## src/rtl/rxdma_pkg.sv

```systemverilog
package rxdma_pkg;
  localparam int ADDR_W     = 32;
  localparam int WORD_BYTES = 4;

  typedef enum logic [2:0] {
    OP_RD0, OP_RD1, OP_RD2, OP_DATA, OP_WB1, OP_WB0
  } memOp_t;

  typedef enum logic [3:0] {
    ST_IDLE, ST_RD0, ST_RD1, ST_RD2, ST_WAIT, ST_POP, ST_DATA, ST_WB1, ST_WB0
  } rxState_t;

  typedef struct packed {
    logic   capW0;
    logic   capW1;
    logic   capW2;
    logic   popByte;
    logic   wordDone;
    logic   advance;
    memOp_t op;
  } ctlStrobe_t;
endpackage

```

## src/rtl/rxdma_tally.sv

```systemverilog
module rxdma_tally #(
  parameter int MAX_FRAMES = 8,
  parameter int MISS_W     = 16
) (
  input  logic              clk,
  input  logic              rst_n,
  input  logic              frameStart,
  input  logic              eofPop,
  input  logic              missRead,
  output logic              fifoRoom,
  output logic              framesWaiting,
  output logic [MISS_W-1:0] missCount
);
  localparam int CNT_W = $clog2(MAX_FRAMES + 1);
  localparam logic [CNT_W-1:0] CNT_MAX = CNT_W'(MAX_FRAMES);

  logic [CNT_W-1:0] frameCount;
  logic             accept, refuse;

  assign fifoRoom      = frameCount < CNT_MAX;
  assign framesWaiting = frameCount != '0;
  assign accept        = frameStart && fifoRoom;
  assign refuse        = frameStart && !fifoRoom;

  always_ff @(posedge clk or negedge rst_n) begin
    if (!rst_n) begin
      frameCount <= '0;
    end else if (accept && !(eofPop && framesWaiting)) begin
      frameCount <= frameCount + 1'b1;
    end else if (!accept && eofPop && framesWaiting) begin
      frameCount <= frameCount - 1'b1;
    end
  end

  always_ff @(posedge clk or negedge rst_n) begin
    if (!rst_n) begin
      missCount <= '0;
    end else if (missRead) begin
      missCount <= refuse ? MISS_W'(1) : '0;
    end else if (refuse && missCount != '1) begin
      missCount <= missCount + 1'b1;
    end
  end

  // the count never passes its limit
  a_r10_count_bound: assert property (@(posedge clk) disable iff (!rst_n)
    frameCount <= CNT_MAX);
  // a refused frame is tallied
  a_r10_drop_counted: assert property (@(posedge clk) disable iff (!rst_n)
    (frameStart && !fifoRoom && !missRead && missCount != '1)
      |=> missCount == $past(missCount) + 1'b1);
  // a read leaves at most the miss of the same cycle
  a_r11_clear_on_read: assert property (@(posedge clk) disable iff (!rst_n)
    missRead |=> missCount <= MISS_W'(1));
  // saturation holds
  a_r11_saturate: assert property (@(posedge clk) disable iff (!rst_n)
    (missCount == '1 && !missRead) |=> missCount == '1);
endmodule

```

## src/rtl/rxdma_ctl.sv

```systemverilog
module rxdma_ctl
  import rxdma_pkg::*;
(
  input  logic       clk,
  input  logic       rst_n,
  input  logic       rxEnable,
  input  logic       memAck,
  input  logic       rdActive,
  input  logic       fifoValid,
  input  logic       fifoEof,
  input  logic       framesWaiting,
  input  logic       eofSeen,
  input  logic       bufFull,
  input  logic       nextAligned,
  input  logic       wordLast,
  output ctlStrobe_t strb,
  output logic       memReq,
  output logic       memWe,
  output logic       fifoPop,
  output logic       frameIrq
);
  rxState_t state, stateNext;

  always_comb begin
    strb          = '0;
    strb.op       = OP_RD0;
    memReq        = 1'b0;
    memWe         = 1'b0;
    stateNext     = state;
    unique case (state)
      ST_IDLE: if (rxEnable) stateNext = ST_RD0;
      ST_RD0: begin
        memReq     = 1'b1;
        strb.op    = OP_RD0;
        strb.capW0 = memAck;
        if (memAck) stateNext = rdActive ? ST_RD1 : ST_WAIT;
      end
      ST_RD1: begin
        memReq     = 1'b1;
        strb.op    = OP_RD1;
        strb.capW1 = memAck;
        if (memAck) stateNext = ST_RD2;
      end
      ST_RD2: begin
        memReq     = 1'b1;
        strb.op    = OP_RD2;
        strb.capW2 = memAck;
        if (memAck) stateNext = ST_POP;
      end
      ST_WAIT: if (framesWaiting) stateNext = ST_RD0;
      ST_POP: begin
        strb.popByte = fifoValid;
        if (fifoValid && (wordLast || fifoEof)) stateNext = ST_DATA;
      end
      ST_DATA: begin
        memReq        = 1'b1;
        memWe         = 1'b1;
        strb.op       = OP_DATA;
        strb.wordDone = memAck;
        if (memAck) begin
          if (eofSeen)      stateNext = nextAligned ? ST_WB1 : ST_DATA;
          else if (bufFull) stateNext = ST_WB1;
          else              stateNext = ST_POP;
        end
      end
      ST_WB1: begin
        memReq  = 1'b1;
        memWe   = 1'b1;
        strb.op = OP_WB1;
        if (memAck) stateNext = ST_WB0;
      end
      ST_WB0: begin
        memReq       = 1'b1;
        memWe        = 1'b1;
        strb.op      = OP_WB0;
        strb.advance = memAck;
        if (memAck) stateNext = (eofSeen && !rxEnable) ? ST_IDLE : ST_RD0;
      end
      default: stateNext = ST_IDLE;
    endcase
  end

  assign fifoPop = strb.popByte;

  always_ff @(posedge clk or negedge rst_n) begin
    if (!rst_n) begin
      state    <= ST_IDLE;
      frameIrq <= 1'b0;
    end else begin
      state    <= stateNext;
      frameIrq <= (state == ST_WB0) && memAck && eofSeen;
    end
  end

  // a memory request stays up and unchanged until acknowledged
  a_r2_hold_req: assert property (@(posedge clk) disable iff (!rst_n)
    (memReq && !memAck) |=> (memReq && $stable(strb.op)));
  // the frame interrupt lasts one cycle
  a_r8_irq_pulse: assert property (@(posedge clk) disable iff (!rst_n)
    frameIrq |=> !frameIrq);
endmodule

```

## src/rtl/rxdma_dp.sv

```systemverilog
module rxdma_dp
  import rxdma_pkg::*;
#(
  parameter int DESC_STRIDE = 16,
  parameter int UNIT_BYTES  = 16
) (
  input  logic              clk,
  input  logic              rst_n,
  input  ctlStrobe_t        strb,
  input  logic [ADDR_W-1:0] listBase,
  input  logic [31:0]       memRdata,
  input  logic [7:0]        fifoData,
  input  logic              fifoEof,
  input  logic              fifoErr,
  output logic [ADDR_W-1:0] memAddr,
  output logic [31:0]       memWdata,
  output logic              eofSeen,
  output logic              bufFull,
  output logic              nextAligned,
  output logic              wordLast
);
  localparam int UNIT_LSB = $clog2(UNIT_BYTES);
  localparam int LANE_W   = $clog2(WORD_BYTES);

  logic [ADDR_W-1:0] descPtr, curDesc, bufAddr;
  logic              ptrValid, descActive, lastBit, errSeen, startHere;
  logic [15:0]       cap, bufBytes, wrOff, offNext;
  logic [31:0]       wordBuf, wordMerged;
  logic [LANE_W-1:0] wordFill;

  assign curDesc     = ptrValid ? descPtr : listBase;
  assign offNext     = wrOff + 16'(WORD_BYTES);
  assign nextAligned = offNext[UNIT_LSB-1:0] == '0;
  assign bufFull     = bufBytes == cap;
  assign wordLast    = wordFill == LANE_W'(WORD_BYTES - 1);

  always_comb begin
    wordMerged = wordBuf;
    for (int l = 0; l < WORD_BYTES; l++)
      if (wordFill == LANE_W'(l)) wordMerged[8*l +: 8] = fifoData;
  end

  always_comb begin
    memAddr  = curDesc;
    memWdata = '0;
    unique case (strb.op)
      OP_RD0:  memAddr = curDesc;
      OP_RD1:  memAddr = curDesc + 32'd4;
      OP_RD2:  memAddr = curDesc + 32'd8;
      OP_DATA: begin
        memAddr  = bufAddr + {16'b0, wrOff};
        memWdata = wordBuf;
      end
      OP_WB1: begin
        memAddr  = curDesc + 32'd4;
        memWdata = {cap, bufBytes};
      end
      OP_WB0: begin
        memAddr  = curDesc;
        memWdata = {1'b0, lastBit, startHere, eofSeen, errSeen, 26'b0, errSeen};
      end
      default: memAddr = curDesc;
    endcase
  end

  always_ff @(posedge clk or negedge rst_n) begin
    if (!rst_n) begin
      descPtr    <= '0;
      ptrValid   <= 1'b0;
      descActive <= 1'b0;
      lastBit    <= 1'b0;
      cap        <= '0;
      bufAddr    <= '0;
      bufBytes   <= '0;
      wrOff      <= '0;
      wordBuf    <= '0;
      wordFill   <= '0;
      eofSeen    <= 1'b0;
      errSeen    <= 1'b0;
      startHere  <= 1'b1;
    end else begin
      if (strb.capW0) begin
        descActive <= memRdata[31];
        lastBit    <= memRdata[30];
      end
      if (strb.capW1) cap <= memRdata[31:16];
      if (strb.capW2) begin
        bufAddr  <= memRdata;
        bufBytes <= '0;
        wrOff    <= '0;
        wordBuf  <= '0;
        wordFill <= '0;
      end
      if (strb.popByte) begin
        wordBuf  <= wordMerged;
        bufBytes <= bufBytes + 16'd1;
        wordFill <= wordFill + 1'b1;
        if (fifoEof) begin
          eofSeen <= 1'b1;
          errSeen <= fifoErr;
        end
      end
      if (strb.wordDone) begin
        wrOff    <= offNext;
        wordBuf  <= '0;
        wordFill <= '0;
      end
      if (strb.advance) begin
        descPtr    <= lastBit ? listBase : curDesc + ADDR_W'(DESC_STRIDE);
        ptrValid   <= 1'b1;
        descActive <= 1'b0;
        startHere  <= eofSeen;
        eofSeen    <= 1'b0;
        errSeen    <= 1'b0;
      end
    end
  end

  // bytes are only popped into a buffer whose descriptor read active
  a_r3_pop_needs_active: assert property (@(posedge clk) disable iff (!rst_n)
    strb.popByte |-> descActive);
endmodule

```

## src/rtl/rxdma_top.sv

```systemverilog
module rxdma_top
  import rxdma_pkg::*;
#(
  parameter int MAX_FRAMES  = 8,
  parameter int MISS_W      = 16,
  parameter int DESC_STRIDE = 16,
  parameter int UNIT_BYTES  = 16
) (
  input  logic              clk,
  input  logic              rst_n,
  input  logic [31:0]       listBase,
  input  logic              rxEnable,
  output logic              memReq,
  output logic              memWe,
  output logic [31:0]       memAddr,
  output logic [31:0]       memWdata,
  input  logic [31:0]       memRdata,
  input  logic              memAck,
  input  logic              fifoValid,
  input  logic [7:0]        fifoData,
  input  logic              fifoEof,
  input  logic              fifoErr,
  output logic              fifoPop,
  input  logic              frameStart,
  output logic              fifoRoom,
  output logic              frameIrq,
  input  logic              missRead,
  output logic [MISS_W-1:0] missCount
);
  ctlStrobe_t strb;
  logic framesWaiting, eofSeen, bufFull, nextAligned, wordLast;

  rxdma_ctl u_ctl (
    .clk(clk), .rst_n(rst_n), .rxEnable(rxEnable), .memAck(memAck),
    .rdActive(memRdata[31]), .fifoValid(fifoValid), .fifoEof(fifoEof),
    .framesWaiting(framesWaiting), .eofSeen(eofSeen), .bufFull(bufFull),
    .nextAligned(nextAligned), .wordLast(wordLast), .strb(strb),
    .memReq(memReq), .memWe(memWe), .fifoPop(fifoPop), .frameIrq(frameIrq)
  );

  rxdma_dp #(.DESC_STRIDE(DESC_STRIDE), .UNIT_BYTES(UNIT_BYTES)) u_dp (
    .clk(clk), .rst_n(rst_n), .strb(strb), .listBase(listBase),
    .memRdata(memRdata), .fifoData(fifoData), .fifoEof(fifoEof),
    .fifoErr(fifoErr), .memAddr(memAddr), .memWdata(memWdata),
    .eofSeen(eofSeen), .bufFull(bufFull), .nextAligned(nextAligned),
    .wordLast(wordLast)
  );

  rxdma_tally #(.MAX_FRAMES(MAX_FRAMES), .MISS_W(MISS_W)) u_tally (
    .clk(clk), .rst_n(rst_n), .frameStart(frameStart),
    .eofPop(fifoPop && fifoEof), .missRead(missRead), .fifoRoom(fifoRoom),
    .framesWaiting(framesWaiting), .missCount(missCount)
  );
endmodule

```

## config.mk

```make
export PLATFORM = sky130hd
export DESIGN_NAME = rxdma_top
export DESIGN_NICKNAME = d
export VERILOG_FILES = /design/src/rtl/rxdma_pkg.sv /design/src/rtl/rxdma_tally.sv /design/src/rtl/rxdma_ctl.sv /design/src/rtl/rxdma_dp.sv /design/src/rtl/rxdma_top.sv
export SDC_FILE = /design/constraint.sdc
export NUM_CORES = 1
export LEC_CHECK = 0
export BUFFER_PORTS_ARGS = -buffer_cell sky130_fd_sc_hd__buf_4
export CAP_MARGIN = 20
export CORE_UTILIZATION = 40
export DETAILED_ROUTE_END_ITERATION = 10
export PLACE_DENSITY = 0.56
export REMOVE_ABC_BUFFERS = 1
export SYNTH_ARGS = -nofsm -noshare
export SYNTH_HDL_FRONTEND = slang
export SYNTH_HIERARCHICAL = 1
export SYNTH_SLANG_ARGS = --single-unit
```

## constraint.sdc

```tcl
create_clock -name clk -period 3.85 [get_ports clk]
set_clock_uncertainty 0.1 [all_clocks]
set_input_delay 0.1925 -clock clk [delete_from_list [all_inputs] [get_ports clk]]
set_output_delay 0.1925 -clock clk [all_outputs]
set_load 0.02 [all_outputs]
```

==> flow_metrics.env, run 1 <==
export IMPL_maxCapViolations=0
export IMPL_drtPass1Iterations=5
export IMPL_reg2reg_to="u_dp/descPtr[30]"
export IMPL_worstMarginPinSlew_ps=977.6
export IMPL_fp_dieW_microns=183.7
export IMPL_cts_tree="built"
export IMPL_async_flop_share_pct=100.0
export IMPL_r2r_cells=10
export IMPL_pwr_share_comb_pct=49.4
export IMPL_slew_headroom_pct=34.14
export IMPL_start_kind="flop"
export IMPL_portBuffers=165
export IMPL_layout_nets=1891
export IMPL_status="completed"
export IMPL_yosys_top_cells_count="173 x dfrtp_1, 157 x nand2_1, 145 x nor2_1, 111 x o21ai_0, 98 x a21oi_1"
export IMPL_switchingPower_uw=4003
export IMPL_slowest_stage="dfrtp_4"
export IMPL_ant_nets=0
export IMPL_worst_path_buf_inv=4
export IMPL_fmax_mhz=266.0
export IMPL_r2r_slack_ps=650
export IMPL_ios=166
export IMPL_clock_sink_count=174
export IMPL_max_stage_delay_ps=570
export IMPL_avgSynthCellArea_sq_um=8.412
export IMPL_synth_flop_cell="dfrtp_1"
export IMPL_layout_worst_path_cycle_share_pct=97.65
export IMPL_place_area_sq_mm=0.01504
export IMPL_crit_chain="mux2i_2, inv_2, buf_4, ha_2, and3_1, a22o_1, buf_4, and2_1, nand4_1, o22ai_1, o32ai_2, buf_4"
export IMPL_min_delay_start="listBase[21]"
export IMPL_p_int_uw=5143
export IMPL_setup_viol=0
export IMPL_drt_iter0_drc=1384
export IMPL_grt_pass1_wl_microns=72250
export IMPL_tns_ps=0
export IMPL_dpl_hpwl_microns=33310
export IMPL_synth_top_area_share_pct=32.80
export IMPL_seqPwrFrac_pct=31.8
export IMPL_drive_gt1_share_pct=21.99
export IMPL_period_needed_ps=3760
export IMPL_dieHeight_microns=183.7
export IMPL_viasPerCell=5.968
export IMPL_synth_edff_count=0
export IMPL_diodes=0
export IMPL_grt_use_total_pct=27.64
export IMPL_cp_max_fo=9
export IMPL_core_sq_mm=0.03254
export IMPL_std_cell_rows=66
export IMPL_path_class="reg2out"
export IMPL_min_to="u_dp/descPtr[21]"
export IMPL_hold_depth=4
export IMPL_clk_pin_slew_ps=70
export IMPL_syn_area_sq_mm=0.01320
export IMPL_worst_slack_ps=90.35
export IMPL_ys_ff_latch=174
export IMPL_yosysTopAreaCell="dfrtp_1"
export IMPL_wirelength_microns=46820
export IMPL_synth_area_leaders="dfrtp_1 33%, mux2_2 6.4%, nand2_1 4.5%, mux2i_1 4.2%, o21ai_0 4.2%"
export IMPL_yosys_cell_types_count=87
export IMPL_p_clk_share_pct=18.8
export IMPL_cts_path_max_buffers=2
export IMPL_antenna_found_initial=0
export IMPL_hold_class="in2reg"
export IMPL_yosys_warnings=6
export IMPL_hold_violations=0
export IMPL_drc=0
export IMPL_avgRoutedWirePerCell_microns=20.92
export IMPL_cts_root_buf="clkbuf_16"
export IMPL_irDropWorstVdd_uv=415.2
export IMPL_power_density_mw_per_mm2=552.4
export IMPL_endpoint_kind="output pin"
export IMPL_grt_pass1_vias=12545
export IMPL_insertion_delay_ps=450
export IMPL_start_util_pct=40.57
export IMPL_arrival_ps=3470
export IMPL_syn_inst=1569
export IMPL_crit_top_cell="buf_4"
export IMPL_dieArea_sq_mm=0.03373
export IMPL_final_area_sq_mm=0.01656
export IMPL_area_delta_synth_final_pct=25.45
export IMPL_drv_slew=0
export IMPL_gp_congestion=0.9388
export IMPL_crit_family="compound AO/OA/AOI/OAI gates"
export IMPL_cts_inserted_buffers=17
export IMPL_critPathRequiredTime_ps=3560
export IMPL_finalPower_uw=9146
export IMPL_overflow=0
export IMPL_grt_max_degree=75
export IMPL_cts_max_level=4
export IMPL_r2r_start="u_dp/ptrValid"
export IMPL_p_leak_uw=0.007038
export IMPL_rsz0062_at_grt="yes"
export IMPL_swShare_pct=43.77
export IMPL_yosysSeqAreaShare_pct=33.00
export IMPL_synth_most_common_cell="dfrtp_1"
export IMPL_num_vias=13357
export IMPL_post_place_ws_ps=-6.338
routing by layer:
layer | vias to the layer above | wire (microns) | global-route usage [%] | part of all wire [%]
met5 | - | 0 | 0 | 0
met4 | 0 | 1116 | 8.200 | 2.4
met3 | 62 | 2984 | 4.378 | 6.4
met2 | 501 | 21890 | 44.68 | 47
met1 | 6510 | 20830 | 37.86 | 44
li1 | 6284 | - | - | -
metrics by stage:
step / std cells / utilization [%] / hold WS (ps)
4_1_cts: 2230 / 50.39 / 8.312
2_1_floorplan: 1466 / - / -203.1
5_1_grt: 2238 / 50.89 / 55.49
6_report: 2238 / 50.89 / 30.94
3_5_place_dp: 2130 / 46.23 / 189.8
3_3_place_gp: 2130 / 46.23 / 194.7
cell usage in the layout (no fill, tap or decap), types with 6 or more instances in the layout:
| master | count |
|---|---|
| buf_4 | 227 |
| dfrtp_1 | 171 |
| nand2_1 | 155 |
| nor2_1 | 140 |
| o21ai_0 | 109 |
| a21oi_1 | 96 |
| nand3_1 | 77 |
| mux2_2 | 74 |
| dlygate4sd3_1 | 64 |
| mux2i_1 | 55 |
| a22oi_1 | 43 |
| xnor2_1 | 33 |
| a22o_1 | 32 |
| inv_1 | 31 |
| nand4_1 | 30 |
| and3_1 | 25 |
| ha_1 | 24 |
| nor3_1 | 23 |
| nand3b_1 | 21 |
| clkbuf_16 | 18 |
| o211ai_1 | 18 |
| nor2b_1 | 17 |
| xor2_1 | 17 |
| a31oi_1 | 17 |
| nand2b_1 | 16 |
| and2_1 | 15 |
| o22ai_1 | 15 |
| a32oi_1 | 15 |
| o31ai_1 | 11 |
| a211oi_1 | 10 |
| o21a_1 | 9 |
| or4_1 | 9 |
| and4_1 | 8 |
| or3_1 | 7 |
| o221ai_1 | 7 |
| a211o_1 | 6 |
| o21bai_1 | 6 |
area by class of cell:
| class | count | area (sq um) |
|---|---|---|
| fill | 3149 | 15980 |
| timing repair buffer | 298 | 2505 |
| multi-input combinational | 1259 | 8459 |
| clock inverter | 11 | 106.4 |
| clock buffer | 21 | 450.4 |
| inverter | 33 | 123.9 |
| sequential | 174 | 4360 |
| tap | 442 | 553.0 |
worst max path at each step:
stage                        startpoint          end  slack [ps]  cells past startpoint
after detailed placement  u_dp/ptrValid  memAddr[28]          -6                     11
after global placement    u_dp/ptrValid  memAddr[28]          20                     11
after floorplan           u_dp/ptrValid  memAddr[14]       -2050                     10
after global routing      u_dp/ptrValid  memAddr[27]         -20                     12
after CTS                 u_dp/ptrValid  memAddr[20]          -7                     11
final                     u_dp/ptrValid  memAddr[27]          90                     12
repair_timing:
item | CTS | global route
pin swaps | 3 | 8
hold endpoints to repair | 180 | 0
cloned | 2 | 1
gates resized for setup | 12 | 27
setup buffers | 2 | 7
hold buffers | 64 | 0
endpoints found under the setup margin | 17 | 19
sequential cells by signal, indices dropped and copies added, names as in the netlist, 2 cells and up:
register	count
u_dp/wrOff	14
u_dp/bufBytes	16
u_dp/cap	16
u_tally/missCount	16
u_dp/bufAddr	32
u_ctl/state	4
u_dp/descPtr	32
u_dp/wordFill	2
u_tally/frameCount	4
u_dp/wordBuf	32
power groups by stage:
stage,registers (uW),clock network (uW),logic [uW]
after floorplan,2810,0,2660
after global placement,2910,0,4320
after detailed placement,2920,0,4350
after CTS,2890,1750,4450
after global routing,2980,1820,4890
final,2910,1720,4520
worst reg2reg max path, delay by kind of cell (launching register included):
| family | cells | cell delay [ps] |
|---|---|---|
| AO/OA/AOI/OAI | 3 | 790 |
| adder cells (fa/ha/maj) | 1 | 220 |
| buffers and inverters | 1 | 190 |
| flip-flops | 1 | 570 |
| multiplexers | 2 | 490 |
| AND/OR/NAND/NOR | 3 | 720 |
cells by family after synthesis:
family | synth area share [%]
AO/OA/AOI/OAI | 23.20
XOR/XNOR | 3.384
adder cells (fa/ha/maj) | 2.616
buffers and inverters | 4.275
flip-flops | 33.00
multiplexers | 10.76
AND/OR/NAND/NOR | 22.77
Note: power is estimated with default switching activity, not from simulation.
==> inputs of run 2 (changes only) <==
==> constraint.sdc (replaced) <==
create_clock -name clk -period 3.6 [get_ports clk]
set_clock_uncertainty 0.1 [all_clocks]
set_input_delay 0.18 -clock clk [delete_from_list [all_inputs] [get_ports clk]]
set_output_delay 0.18 -clock clk [all_outputs]
set_load 0.02 [all_outputs]
==> flow_metrics.env, run 2 (synthesized netlist as in run 1, its figures left out) <==
export IMPL_start_kind="flop"
export IMPL_p_int_uw=5811
export IMPL_path_class="reg2out"
export IMPL_multiInputGateArea_sq_mm=0.008651
export IMPL_area_delta_synth_final_pct=29.95
export IMPL_gp_congestion=0.9890
export IMPL_cp_max_fo=13
export IMPL_grt_pass1_vias=12247
export IMPL_endpoint_kind="output pin"
export IMPL_grt_max_degree=75
export IMPL_seqPwrFrac_pct=30.6
export IMPL_placed_cells=2142
export IMPL_cts_max_level=4
export IMPL_critPathRequiredTime_ps=3320
export IMPL_insertion_delay_ps=450
export IMPL_clock_sink_count=174
export IMPL_switchingPower_uw=4340
export IMPL_crit_chain="buf_4, bufbuf_16, nand3b_1, a222oi_1, buf_4, buf_4, o2111ai_1, a221o_1, nand2_1, o211ai_1, buf_4"
export IMPL_post_place_ws_ps=175.3
export IMPL_utilization_pct=52.72
export IMPL_final_cell_mix="245 x buf_4, 171 x dfrtp_1, 150 x nand2_1"
export IMPL_layout_nets=1924
export IMPL_cts_path_max_buffers=2
export IMPL_hold_class="in2reg"
export IMPL_swShare_pct=42.75
export IMPL_power_density_mw_per_mm2=591.9
export IMPL_rsz0062_at_grt="yes"
export IMPL_std_cell_rows=66
export IMPL_worst_slack_ps=-8.647
export IMPL_wirelength_microns=47010
export IMPL_ios=166
export IMPL_maxCapViolations=0
export IMPL_status="finished with violations"
export IMPL_drv_slew=0
export IMPL_slew_headroom_pct=43.71
export IMPL_portBuffers=165
export IMPL_diodes=0
export IMPL_cts_inserted_buffers=17
export IMPL_dpl_hpwl_microns=33960
export IMPL_dieArea_sq_mm=0.03373
export IMPL_avgRoutedWirePerCell_microns=20.70
export IMPL_worstMarginPinSlew_ps=835.5
export IMPL_violations="setup timing"
export IMPL_grt_pass1_wl_microns=71710
export IMPL_stdcell_count=2271
export IMPL_pwr_share_comb_pct=48.8
export IMPL_arrival_ps=3330
export IMPL_fmax_mhz=277.1
export IMPL_p_clk_share_pct=20.6
export IMPL_viasPerCell=5.971
export IMPL_num_vias=13561
export IMPL_period_needed_ps=3609
export IMPL_final_common_cell="buf_4"
export IMPL_ant_nets=0
export IMPL_crit_top_cell="buf_4"
export IMPL_antenna_found_initial=0
export IMPL_p_leak_uw=0.007254
export IMPL_setup_viol=1
export IMPL_overflow=0
export IMPL_grt_use_total_pct=27.56
export IMPL_fillers=3106
export IMPL_final_area_sq_mm=0.01715
export IMPL_start_util_pct=40.57
export IMPL_dieHeight_microns=183.7
export IMPL_top_regs="u_dp/bufAddr: 32 flops, u_dp/descPtr: 32 flops, u_dp/wordBuf: 32 flops"
export IMPL_cts_tree="built"
export IMPL_cts_root_buf="clkbuf_16"
export IMPL_layout_worst_path_cycle_share_pct=100.2
export IMPL_clk_pin_slew_ps=70
export IMPL_drc=0
export IMPL_drive_gt1_share_pct=24.66
export IMPL_place_area_sq_mm=0.01514
export IMPL_drt_iter0_drc=1232
export IMPL_regArea_sq_mm=0.004360
export IMPL_max_stage_delay_ps=550
export IMPL_drtPass1Iterations=10
export IMPL_fp_dieW_microns=183.7
export IMPL_slowest_stage="dfrtp_4"
export IMPL_irDropWorstVdd_uv=498.9
export IMPL_core_sq_mm=0.03254
export IMPL_hold_violations=0
==> run 2: changes by cell type in the layout (fill, tap and decap cells not counted), moves of 4 or more <==
cell and change:
buf_6 +5, buf_4 +18, dlygate4sd3_1 +4, nand2_2 +5, and3_4 +4, nand2_1 -5
==> run 2: power by group through the flow <==
stage                     clock network, uW  logic, uW  registers (uW)
after floorplan                           0       2850            3000
after global placement                    0       4630            3110
after detailed placement                  0       4640            3130
after CTS                              2140       4770            3100
after global routing                   2220       5320            3180
final                                  2090       4950            3110
==> run 2: worst paths after layout <==
check / cells after the start / start / slack [ps] / to
max: 11 / u_dp/ptrValid / -9 / memAddr[31]
min: 4 / listBase[29] / 20 / u_dp/descPtr[29]
max reg2reg: 10 / u_ctl/state[0] / 400 / u_tally/frameCount[1]
min reg2reg: 1 / u_dp/wrOff[15] / 400 / u_dp/wrOff[15]
max in group asynchronous: 3 / rst_n / 2340 / u_ctl/state[2]
min in group asynchronous: 2 / rst_n / 190 / u_dp/descPtr[23]
==> run 2: area by class of cell <==
| class | count | share of cell area (%) |
|---|---|---|
| multi-input combinational | 1260 | 50.44 |
| inverter | 33 | 0.7368 |
| tap | 442 | 3.224 |
| clock inverter | 12 | 1.160 |
| timing repair buffer | 330 | 16.36 |
| clock buffer | 20 | 2.663 |
| sequential | 174 | 25.42 |
==> run 2: stage by stage <==
| step | power, uW | setup TNS, ps | hold WS, ps |
|---|---|---|---|
| floorplan | 5853 | -119530 | -215.6 |
| global placement | 7739 | 0 | 137.8 |
| detailed placement | 7766 | 0 | 136.8 |
| CTS | 10000 | -155.4 | 0.1537 |
| global route | 10720 | -1012 | 25.02 |
| finish | 10150 | -8.647 | 16.25 |
==> run 2: critical path: cells and delay by family, from the launching register on <==
family          cells  cell delay, ps
compound gates      4            1040
flops               1             550
simple gates        2             290
buf+inv             5             990
==> run 2: routing by layer <==
layer	routed length (microns)	track usage, %	part of all wire [%]	vias up
met4	1277	8.000	2.7	0
li1	-	-	-	6346
met3	2900	4.180	6.2	67
met2	22180	44.76	47	505
met5	0	0	0	-
met1	20650	37.79	44	6643
==> run 2: repair_timing <==
action	CTS	global route
pin swaps	7	20
endpoints found under the setup margin	22	31
setup buffers	9	17
resized for setup	32	60
endpoints found under the hold margin	178	0
gates cloned	3	1
hold buffers	68	0
